[config.mk]
export PLATFORM = sky130hd
export DESIGN_NAME = card_cfg_ctrl
export DESIGN_NICKNAME = d
export VERILOG_FILES = /design/src/rtl/card_cfg_pkg.sv /design/src/rtl/card_cfg_ctl.sv /design/src/rtl/card_cfg_dp.sv /design/src/rtl/card_cfg_ctrl.sv
export SDC_FILE = /design/constraint.sdc
export NUM_CORES = 1
export LEC_CHECK = 0
export ABC_CLOCK_PERIOD_IN_PS = 3600
export BUFFER_PORTS_ARGS = -buffer_cell sky130_fd_sc_hd__buf_2
export CORE_ASPECT_RATIO = 0.75
export CORE_UTILIZATION = 30
export CTS_CLUSTER_SIZE = 40
export DETAILED_ROUTE_END_ITERATION = 10
export PLACE_DENSITY = 0.59
export SLEW_MARGIN = 20
export SYNTH_ARGS = -nofsm -noshare
export SYNTH_HDL_FRONTEND = slang
export SYNTH_SLANG_ARGS = --single-unit
export TNS_END_PERCENT = 30
[constraint.sdc]
create_clock -name clk -period 3.6 [get_ports clk]
set_clock_uncertainty 0.1 [all_clocks]
set_input_delay 0.36 -clock clk [delete_from_list [all_inputs] [get_ports clk]]
set_output_delay 0.36 -clock clk [all_outputs]
set_load 0.1 [all_outputs]
[src/rtl/card_cfg_pkg.sv]
package card_cfg_pkg;

  typedef enum logic [1:0] {
    ST_WAIT_KEY = 2'd0,
    ST_SLEEP    = 2'd1,
    ST_ISOLATE  = 2'd2,
    ST_CONFIG   = 2'd3
  } cardState_e;

  // one-cycle strobes from control to datapath
  typedef struct packed {
    logic setRdPort;
    logic clrSel;
    logic loadSel;
    logic loadDev;
    logic rstDev;
    logic rstPtr;
    logic advPtr;
  } strobes_t;

  localparam logic [7:0] REG_RDPORT = 8'h00;
  localparam logic [7:0] REG_CTRL   = 8'h02;
  localparam logic [7:0] REG_WAKE   = 8'h03;
  localparam logic [7:0] REG_RES    = 8'h04;
  localparam logic [7:0] REG_STAT   = 8'h05;
  localparam logic [7:0] REG_SEL    = 8'h06;
  localparam logic [7:0] REG_DEV    = 8'h07;

endpackage

[src/rtl/card_cfg_ctl.sv]
module card_cfg_ctl
  import card_cfg_pkg::*;
(
  input  logic       clk,
  input  logic       rstN,
  input  logic       keyPulse,
  input  logic       dataWe,
  input  logic       rdEn,
  input  logic [7:0] busData,
  input  logic [7:0] regAddr,
  input  logic [7:0] selNum,
  input  logic       resReady,
  output cardState_e state,
  output strobes_t   stb
);

  cardState_e nextState;

  always_comb begin
    nextState = state;
    stb       = '0;
    if (dataWe && state != ST_WAIT_KEY) begin
      unique case (regAddr)
        REG_WAKE: begin
          if (busData == selNum) begin
            stb.rstPtr = 1'b1;
            if (state == ST_SLEEP)
              nextState = (busData == 8'd0) ? ST_ISOLATE : ST_CONFIG;
          end
        end
        REG_SEL: begin
          if (state == ST_CONFIG || state == ST_ISOLATE) begin
            stb.loadSel = 1'b1;
            if (state == ST_ISOLATE) nextState = ST_CONFIG;
          end
        end
        REG_RDPORT: stb.setRdPort = (state == ST_CONFIG);
        REG_CTRL: begin
          if (state == ST_CONFIG) begin
            stb.clrSel = busData[2];
            stb.rstDev = busData[0];
            if (busData[1]) nextState = ST_WAIT_KEY;
          end
        end
        REG_DEV: stb.loadDev = (state == ST_CONFIG);
        default: ;
      endcase
    end
    if (keyPulse && state == ST_WAIT_KEY) nextState = ST_SLEEP;
    stb.advPtr = rdEn && state == ST_CONFIG && regAddr == REG_RES && resReady;
  end

  always_ff @(posedge clk) begin
    if (!rstN) state <= ST_WAIT_KEY;
    else       state <= nextState;
  end

endmodule

[src/rtl/card_cfg_dp.sv]
module card_cfg_dp
  import card_cfg_pkg::*;
#(
  parameter int ROM_DEPTH = 9,
  parameter int NUM_DEV   = 1
) (
  input  logic       clk,
  input  logic       rstN,
  input  logic       addrWe,
  input  logic [7:0] busData,
  input  strobes_t   stb,
  input  logic       isConfig,
  output logic [7:0] regAddr,
  output logic [7:0] selNum,
  output logic [7:0] devSel,
  output logic [9:0] rdPortAddr,
  output logic       devReset,
  output logic       resReady,
  output logic [7:0] rdData
);

  localparam int PTR_W = $clog2(ROM_DEPTH + 1);
  localparam int DEV_W = (NUM_DEV > 1) ? $clog2(NUM_DEV) : 1;
  localparam logic [PTR_W-1:0] DEPTH_L = PTR_W'(ROM_DEPTH);

  logic [7:0]       rdPortReg;
  logic [PTR_W-1:0] ptr;

  function automatic logic [7:0] romByte(input logic [PTR_W-1:0] idx);
    romByte = 8'(idx) * 8'd29 + 8'd53;
  endfunction

  always_ff @(posedge clk) begin
    if (!rstN) begin
      regAddr   <= '0;
      selNum    <= '0;
      rdPortReg <= '0;
      ptr       <= '0;
      devReset  <= 1'b0;
    end else begin
      if (addrWe)         regAddr   <= busData;
      if (stb.clrSel)     selNum    <= '0;
      else if (stb.loadSel) selNum  <= busData;
      if (stb.setRdPort)  rdPortReg <= busData;
      if (stb.rstPtr)     ptr       <= '0;
      else if (stb.advPtr) ptr      <= ptr + 1'b1;
      devReset <= stb.rstDev;
    end
  end

  generate
    if (NUM_DEV > 1) begin : g_multiDev
      logic [DEV_W-1:0] devReg;
      always_ff @(posedge clk) begin
        if (!rstN || stb.rstDev) devReg <= '0;
        else if (stb.loadDev && 32'(busData) < NUM_DEV) devReg <= busData[DEV_W-1:0];
      end
      assign devSel = 8'(devReg);
    end else begin : g_singleDev
      assign devSel = 8'h00;
    end
  endgenerate

  assign resReady   = ptr < DEPTH_L;
  assign rdPortAddr = {rdPortReg, 2'b00};

  always_comb begin
    rdData = 8'h00;
    if (isConfig) begin
      unique case (regAddr)
        REG_RES:  rdData = resReady ? romByte(ptr) : 8'h00;
        REG_STAT: rdData = {7'b0, resReady};
        REG_SEL:  rdData = selNum;
        REG_DEV:  rdData = devSel;
        default:  rdData = 8'h00;
      endcase
    end
  end

endmodule

[src/rtl/card_cfg_ctrl.sv]
module card_cfg_ctrl
  import card_cfg_pkg::*;
#(
  parameter int ROM_DEPTH = 9,
  parameter int NUM_DEV   = 1
) (
  input  logic       clk,
  input  logic       rstN,
  input  logic       keyPulse,
  input  logic       addrWe,
  input  logic       dataWe,
  input  logic       rdEn,
  input  logic [7:0] busData,
  output logic [7:0] rdData,
  output logic [9:0] rdPortAddr,
  output logic [1:0] cardState,
  output logic [7:0] selNum,
  output logic [7:0] devSel,
  output logic       devReset
);

  cardState_e state;
  strobes_t   stb;
  logic [7:0] regAddr;
  logic       resReady;

  card_cfg_ctl u_ctl (
    .clk(clk), .rstN(rstN), .keyPulse(keyPulse), .dataWe(dataWe), .rdEn(rdEn),
    .busData(busData), .regAddr(regAddr), .selNum(selNum), .resReady(resReady),
    .state(state), .stb(stb)
  );

  card_cfg_dp #(.ROM_DEPTH(ROM_DEPTH), .NUM_DEV(NUM_DEV)) u_dp (
    .clk(clk), .rstN(rstN), .addrWe(addrWe), .busData(busData), .stb(stb),
    .isConfig(state == ST_CONFIG), .regAddr(regAddr), .selNum(selNum),
    .devSel(devSel), .rdPortAddr(rdPortAddr), .devReset(devReset),
    .resReady(resReady), .rdData(rdData)
  );

  assign cardState = state;

endmodule

==> summary.txt, run 1 <==
Route
  • Antenna viol nets, final: 0
  • Vias after detailed routing: 1,700
  • Total wire length: 4.94 mm
  • # DRC: 0
  • Drt via density: 4.83
  • Initial drt markers: 47
  • Wire per inst: 14.0 µm
  • First-pass DRT Iterations: 4

Die
  • Starting Density: 31.5%
  • CORE AREA: 6410 µm²
  • I/O pin count: 51
  • Core Rows: 25
  • Area of the die: 7060 µm²
  • Height of the die: 73.0 µm
  • Width of the die: 96.7 µm

CTS
  • # clock sinks: 31
  • CTS buffer count: 5
  • Post-CTS sizing: 0
  • Root buffer cell: clkbuf_8
  • Post-CTS Setup Bufs: 0
  • Clk slew on worst S/H paths: 0.08 ns
  • Max clock buf depth: 2
  • CTS tree: yes
  • # hold bufs at CTS: 0
  • Worst-skew pair later-pin latency: 0.29 ns
  • H-tree levels: 2

Power
  • Pwr Density: 344 nW/µm²
  • Peak supply drop: 0.000153 V
  • Power Total: 839 µW
  • Static Leak: 0.00114 µW

STA
  • Rel. slew slack: 43.4%
  • Tmin final: 3.49 ns
  • Final setup fails: 0
  • Pins over their slew limit: 0
  • Unrepaired setup endpoints after global routing: yes
  • Final Hold Fails: 0
  • Final period util: 96.9%
  • Fmax: 0.287 GHz
  • Worst-Margin Slew: 0.838 ns

Final layout
  • ANT cells: 0
  • Final instance area: 2440 µm²
  • Post-layout net count: 301
  • Synth-to-Final Area Change: 20.9%
  • Share of cells above drive strength 1: 23.6%

Global routing
  • Gr ovfl total: 0
  • GRT Total Usage: 14.4%
  • Vias in the first global route: 1,557
  • Pin count of the biggest net entering global routing: 19
  • Initial antenna violation count: 0
  • First-pass GRT wire length: 7.89 mm

Synthesis
  • Area contributors post-synth: dfxtp_1 31%, mux2i_1 12%, ha_1 8.7%, nor2_1 6.9%, xor2_1 4.3%
  • Post-synth EDFFs: 0
  • Avg Inst Size Synth: 8.96 µm²
  • Post-synth top cells: 37 x nor2_1, 31 x dfxtp_1, 25 x mux2i_1
  • Most frequent cell after synthesis: nor2_1
  • Sequential share of the synthesized area: 30.8%
  • Post-synth top area cell: dfxtp_1
  • Synth Warn #: 0
  • Cells after synthesis: 225
  • Synthesized cell area: 2020 µm²
  • Post-synth top area share: 30.8%
  • Synthesis-stage register bit count: 31
  • Top_reg_cell synth: dfxtp_1
  • Post-synth ARST share: 0%
  • Synth cell types: 45

Setup path
  • Worst path cell trace: ha_1 > inv_1 > fa_1 > inv_1 > ha_1 > a31o_2 > a31oi_1 > xnor2_1 > a22oi_1 > nor2_1 > buf_12
  • Reg-to-reg startpoint: u_dp.regAddr[7]$_SDFFE_PN0P_
  • WP data required: 3.14 ns
  • Critical path depth: 11
  • R2R setup slack: 1.20 ns
  • Worst R2R End: u_dp.ptr[1]$_SDFFE_PP0P_
  • Worst Path Buf+Inv: 3
  • Crit. End Element: output pin
  • Max incr delay on CP: 0.47 ns
  • Worst setup startpoint: u_dp.ptr[3]$_SDFFE_PP0P_
  • Worst Setup EP: rdData[6]
  • Critical path's slowest cell: fa_1
  • FF-to-FF path depth: 4
  • Critical path class: flip-flop to output pin
  • CP Launch Type: flip-flop
  • Critical path's top delay family: adder cells
  • Arrival @ worst endpoint: 3.03 ns
  • Worst Path Max Fanout: 9

Placement
  • I/O Buffers: 40
  • RePlAce Congestion: 0.826
  • DP HPWL: 3.73 mm
  • Placed Area: 2320 µm²

Worst hold path
  • Worst hold path startpoint: rstN
  • Hold WC Path Type: primary input to flip-flop

Flow run
  • Max-cap check violation count: 0

Outcome
  • Outcome: finished, final reports clean
-- cell usage in the layout, fill, tap and decap left out, types with 2 or more instances in the layout --
cell / netlist / layout
buf_2: 1 / 38
nor2_1: 37 / 36
dfxtp_1: 31 / 31
mux2i_1: 25 / 25
inv_1: 14 / 14
ha_1: 14 / 14
xor2_1: 10 / 10
conb_1: 1 / 10
xnor2_1: 7 / 7
a22oi_1: 7 / 7
nand2_1: 6 / 6
o21ai_0: 6 / 6
clkbuf_8: 0 / 6
a21oi_1: 5 / 5
nor4_1: 5 / 5
nand3_1: 4 / 4
buf_4: 11 / 4
nor2b_1: 3 / 3
a31oi_1: 3 / 3
fa_1: 3 / 3
a211oi_1: 3 / 2
and3_1: 2 / 2
nor3b_1: 2 / 2
or3_1: 2 / 2
buf_12: 0 / 2
-- worst register-to-register path: stages (launching register included) --
cell     delay (ns)
dfxtp_1        0.33
nor4_1         0.65
nand3_2        0.23
o41ai_1        0.84
nor2_1         0.11
-- routing by layer --
metal | vias to the layer above | track usage (%) | wire, µm
met5 | - | 0 | 0
met2 | 39 | 21.0 | 2090
li1 | 854 | - | -
met4 | 0 | 4.15 | 45
met3 | 5 | 3.54 | 206
met1 | 802 | 20.9 | 2600
-- cell type report --
cell class	count	area [µm²]
multi-input cells	173	1280
repair buffers	44	260
clock buffers	6	82.6
inverters	15	56.3
well taps	81	101
fillers	675	3970
flip-flops and latches	31	621
clock inverters	2	35.0
-- logic make-up after synthesis --
logic type / Yosys count / synth area share, %
fa+ha+maj: 17 / 11.7
flops: 31 / 30.8
mux: 25 / 12.4
simple gates: 75 / 20.2
other cells: 1 / 0.186
compound gates: 29 / 9.68
xor+xnor: 17 / 7.38
buf+inv: 30 / 7.69
-- power breakdown --
group | internal [µW] | total [µW] | switching (µW)
sequential | 349 | 359 | 9.83
clock | 224 | 367 | 143
combinational | 24.1 | 113 | 89.4
-- registers in the layout, summed over array words and instances, names as in the netlist --
signal	flops
u_dp.selNum	8
u_dp.ptr	4
u_dp.devReset	1
u_dp.rdPortReg	8
u_ctl.state	2
u_dp.regAddr	8
-- stage by stage --
stage	setup slack (ns)	TNS, ns	util, %	hold slack, ns	instances
after detailed placement	0.442	0	36.2	0.383	344
final	0.111	0	38.0	0.255	352
after global routing	-0.0494	-0.0693	38.0	0.268	352
after CTS	0.101	0	38.0	0.248	352
after floorplan	-0.402	-1.10	-	0.385	234
after global placement	0.484	0	36.2	0.375	344
-- worst min path at each step --
stage,end,depth (start not counted)
5_1_grt,u_ctl.state[1]$_SDFFE_PP0P_,2
3_3_place_gp,u_dp.rdPortReg[1]$_SDFFE_PN0P_,2
3_5_place_dp,u_dp.rdPortReg[4]$_SDFFE_PN0P_,2
6_report,u_ctl.state[1]$_SDFFE_PP0P_,2
2_1_floorplan,u_dp.regAddr[7]$_SDFFE_PN0P_,2
4_1_cts,u_ctl.state[1]$_SDFFE_PP0P_,2
(Power assumes the default switching activity.)
==> run 2: changes to the inputs <==
- CORE_UTILIZATION: 30 -> 53
- PLACE_DENSITY: 0.59 -> 0.89
==> run 2 against run 1 <==
Effect of this change: maximum frequency fell by 0.41%; non-clock buffer count fell by 3; die area fell by 42%; clock power fell by 4%; clock-buffer cell count did not move; power fell by 2.0%; setup slack got worse by 0.014 ns; core utilization rose by 27 points; register-to-register slack barely moved; first-iteration DRC count rose to 3.3 times the previous value; global-route usage rose by 10 points; critical endpoint is now rdData[5]; largest cell class unchanged.
==> summary.txt, run 2 (synthesis results as in run 1) <==
Global routing
  • Gr ovfl total: 0 (unchanged)
  • First-pass GRT wire length: 7.54 mm (-4.5%)
  • GRT Total Usage: 24.4% (+10 points)
  • Pin count of the biggest net entering global routing: 19 (unchanged)
  • Vias in the first global route: 1,594 (+2.4%)
  • Initial antenna violation count: 0 (unchanged)

STA
  • Fmax: 0.285 GHz (-0.41%)
  • Final WS setup: 0.0967 ns (-0.0143 ns)
  • Final Hold Fails: 0 (unchanged)
  • Final period util: 97.3% (+0.40 points)
  • Pins over their slew limit: 0 (unchanged)
  • Final setup fails: 0 (unchanged)
  • Worst-Margin Slew: 0.927 ns (+0.0892 ns)
  • Rel. slew slack: 37.4% (-6.0 points)
  • Unrepaired setup endpoints after global routing: no
  • Tmin final: 3.50 ns (+0.0143 ns)

Route
  • Wire per inst: 14.7 µm (+4.9%)
  • Drt via density: 5.49 (+14%)
  • Total wire length: 4.71 mm (-4.7%)
  • Initial drt markers: 153 (+230%)
  • Antenna viol nets, final: 0 (unchanged)
  • First-pass DRT Iterations: 4 (unchanged)
  • # DRC: 0 (unchanged)
  • Vias after detailed routing: 1,756 (+3.3%)

Final layout
  • Filler instances: 294 (-56%)
  • Post-layout net count: 298 (-1.0%)
  • Commonest non-fill, non-tap cell in the layout: buf_2
  • Flip-flop and latch area: 622 µm² (+0.20%)
  • Non-Filler Instances: 320 (-9.1%)
  • Biggest regs: u_dp.rdPortReg (8), u_dp.regAddr (8), u_dp.selNum (8)
  • ANT cells: 0 (unchanged)
  • Share of cells above drive strength 1: 23.5% (-0.11 points)
  • Synth-to-Final Area Change: 18.7%
  • Commonest non-fill, non-tap cells in the layout: 38 x buf_2, 37 x nor2_1, 30 x dfxtp_1, 25 x mux2i_1
  • Multi-input gate area: 1290 µm² (+0.98%)

Power
  • Pwr Density: 344 nW/µm² (-0.12%)
  • Peak supply drop: 0.000334 V (+120%)
  • Static Leak: 0.00113 µW (-0.45%)

Placement
  • RePlAce Congestion: 0.986 (+19%)
  • Place WS: 0.425 ns (-0.0176 ns)
  • Post-Place Cells: 312 (-9.3%)
  • DP HPWL: 3.50 mm (-6.3%)
  • I/O Buffers: 40 (unchanged)

Die
  • Width of the die: 73.2 µm (-24%)
  • CORE AREA: 3660 µm² (-43%)
  • I/O pin count: 51 (unchanged)
  • Height of the die: 55.4 µm (-24%)
  • Area of the die: 4060 µm² (-42%)
  • Starting Density: 55.1% (+24 points)
  • Core Rows: 19 (-24%)

CTS
  • H-tree levels: 2 (unchanged)
  • Clk slew on worst S/H paths: 0.06 ns (-0.02 ns)
  • Post-CTS Setup Bufs: 0 (unchanged)
  • Root buffer cell: clkbuf_8
  • # clock sinks: 31 (unchanged)
  • CTS tree: yes
  • CTS buffer count: 5 (unchanged)
  • Max clock buf depth: 2 (unchanged)
  • Worst-skew pair later-pin latency: 0.28 ns (about the same)

Setup path
  • Arrival @ worst endpoint: 3.04 ns (about the same)
  • Worst Path Max Fanout: 9 (unchanged)
  • CP Launch Type: flip-flop
  • WP data required: 3.14 ns (about the same)
  • Critical path class: flip-flop to output pin
  • Crit. End Element: output pin
  • FF-to-FF path depth: 4 (unchanged)

Worst hold path
  • Min-Delay Path Depth: 2 (unchanged)
  • Hold WC Path Type: primary input to flip-flop

Flow run
  • Max-cap check violation count: 0 (unchanged)

Outcome
  • Outcome: finished, final reports clean
run 2: final timing paths:
check                                 start                             end  slack [ns]
max                u_dp.ptr[3]$_SDFFE_PP0P_                       rdData[5]         0.1
min                                    rstN     u_ctl.state[1]$_SDFFE_PP0P_        0.27
max reg2reg    u_dp.regAddr[7]$_SDFFE_PN0P_        u_dp.ptr[1]$_SDFFE_PP0P_        1.19
min reg2reg  u_dp.rdPortReg[3]$_SDFFE_PN0P_  u_dp.rdPortReg[3]$_SDFFE_PN0P_        0.39
run 2: worst max-delay path: stages, from the launching register on:
cell and delay (ns):
dfxtp_1 0.39, ha_1 0.31, inv_1 0.04, fa_1 0.47, inv_1 0.04, ha_1 0.32
a21oi_1 0.25, nor2_1 0.10, xor2_1 0.19, a22oi_1 0.09, nor2_1 0.11, buf_2 0.44
run 2: per-layer routing:
metal	up-vias	track usage (%)	wire, µm
met1	843	33.6	2260
met3	4	7.48	264
li1	845	-	-
met2	64	36.6	2160
met5	-	0	0
met4	0	7.28	33
run 2: what timing repair did:
item	in CTS	in global routing
hold buffers	0	0
resized for setup	0	4
setup endpoints to repair	0	2
run 2: area by class of cell:
| class | count | share of cell area (%) |
|---|---|---|
| tap | 52 | 2.72 |
| clock inverter | 2 | 1.46 |
| multi-input combinational | 173 | 54.1 |
| clock buffer | 6 | 3.45 |
| inverter | 15 | 2.35 |
| sequential | 31 | 26.0 |
| timing repair buffer | 41 | 9.93 |
run 2: report_power, final:
group | internal [µW] | switching [µW]
combinational | 23.9 | 89.2
sequential | 349 | 9.72
clock | 224 | 127
total | 597 | 226
run 2: stage by stage:
stage                     power (µW)  hold WS, ns  utilization, %  setup TNS (ns)  instance area [µm²]
after floorplan                  461        0.385               -           -1.10                 2060
after global placement           476        0.372            61.7               0                 2260
after detailed placement         478        0.384            61.7               0                 2260
after CTS                        826        0.259            64.9               0                 2380
after global routing             852        0.269            65.4               0                 2390
final                            823        0.269            65.4               0                 2390
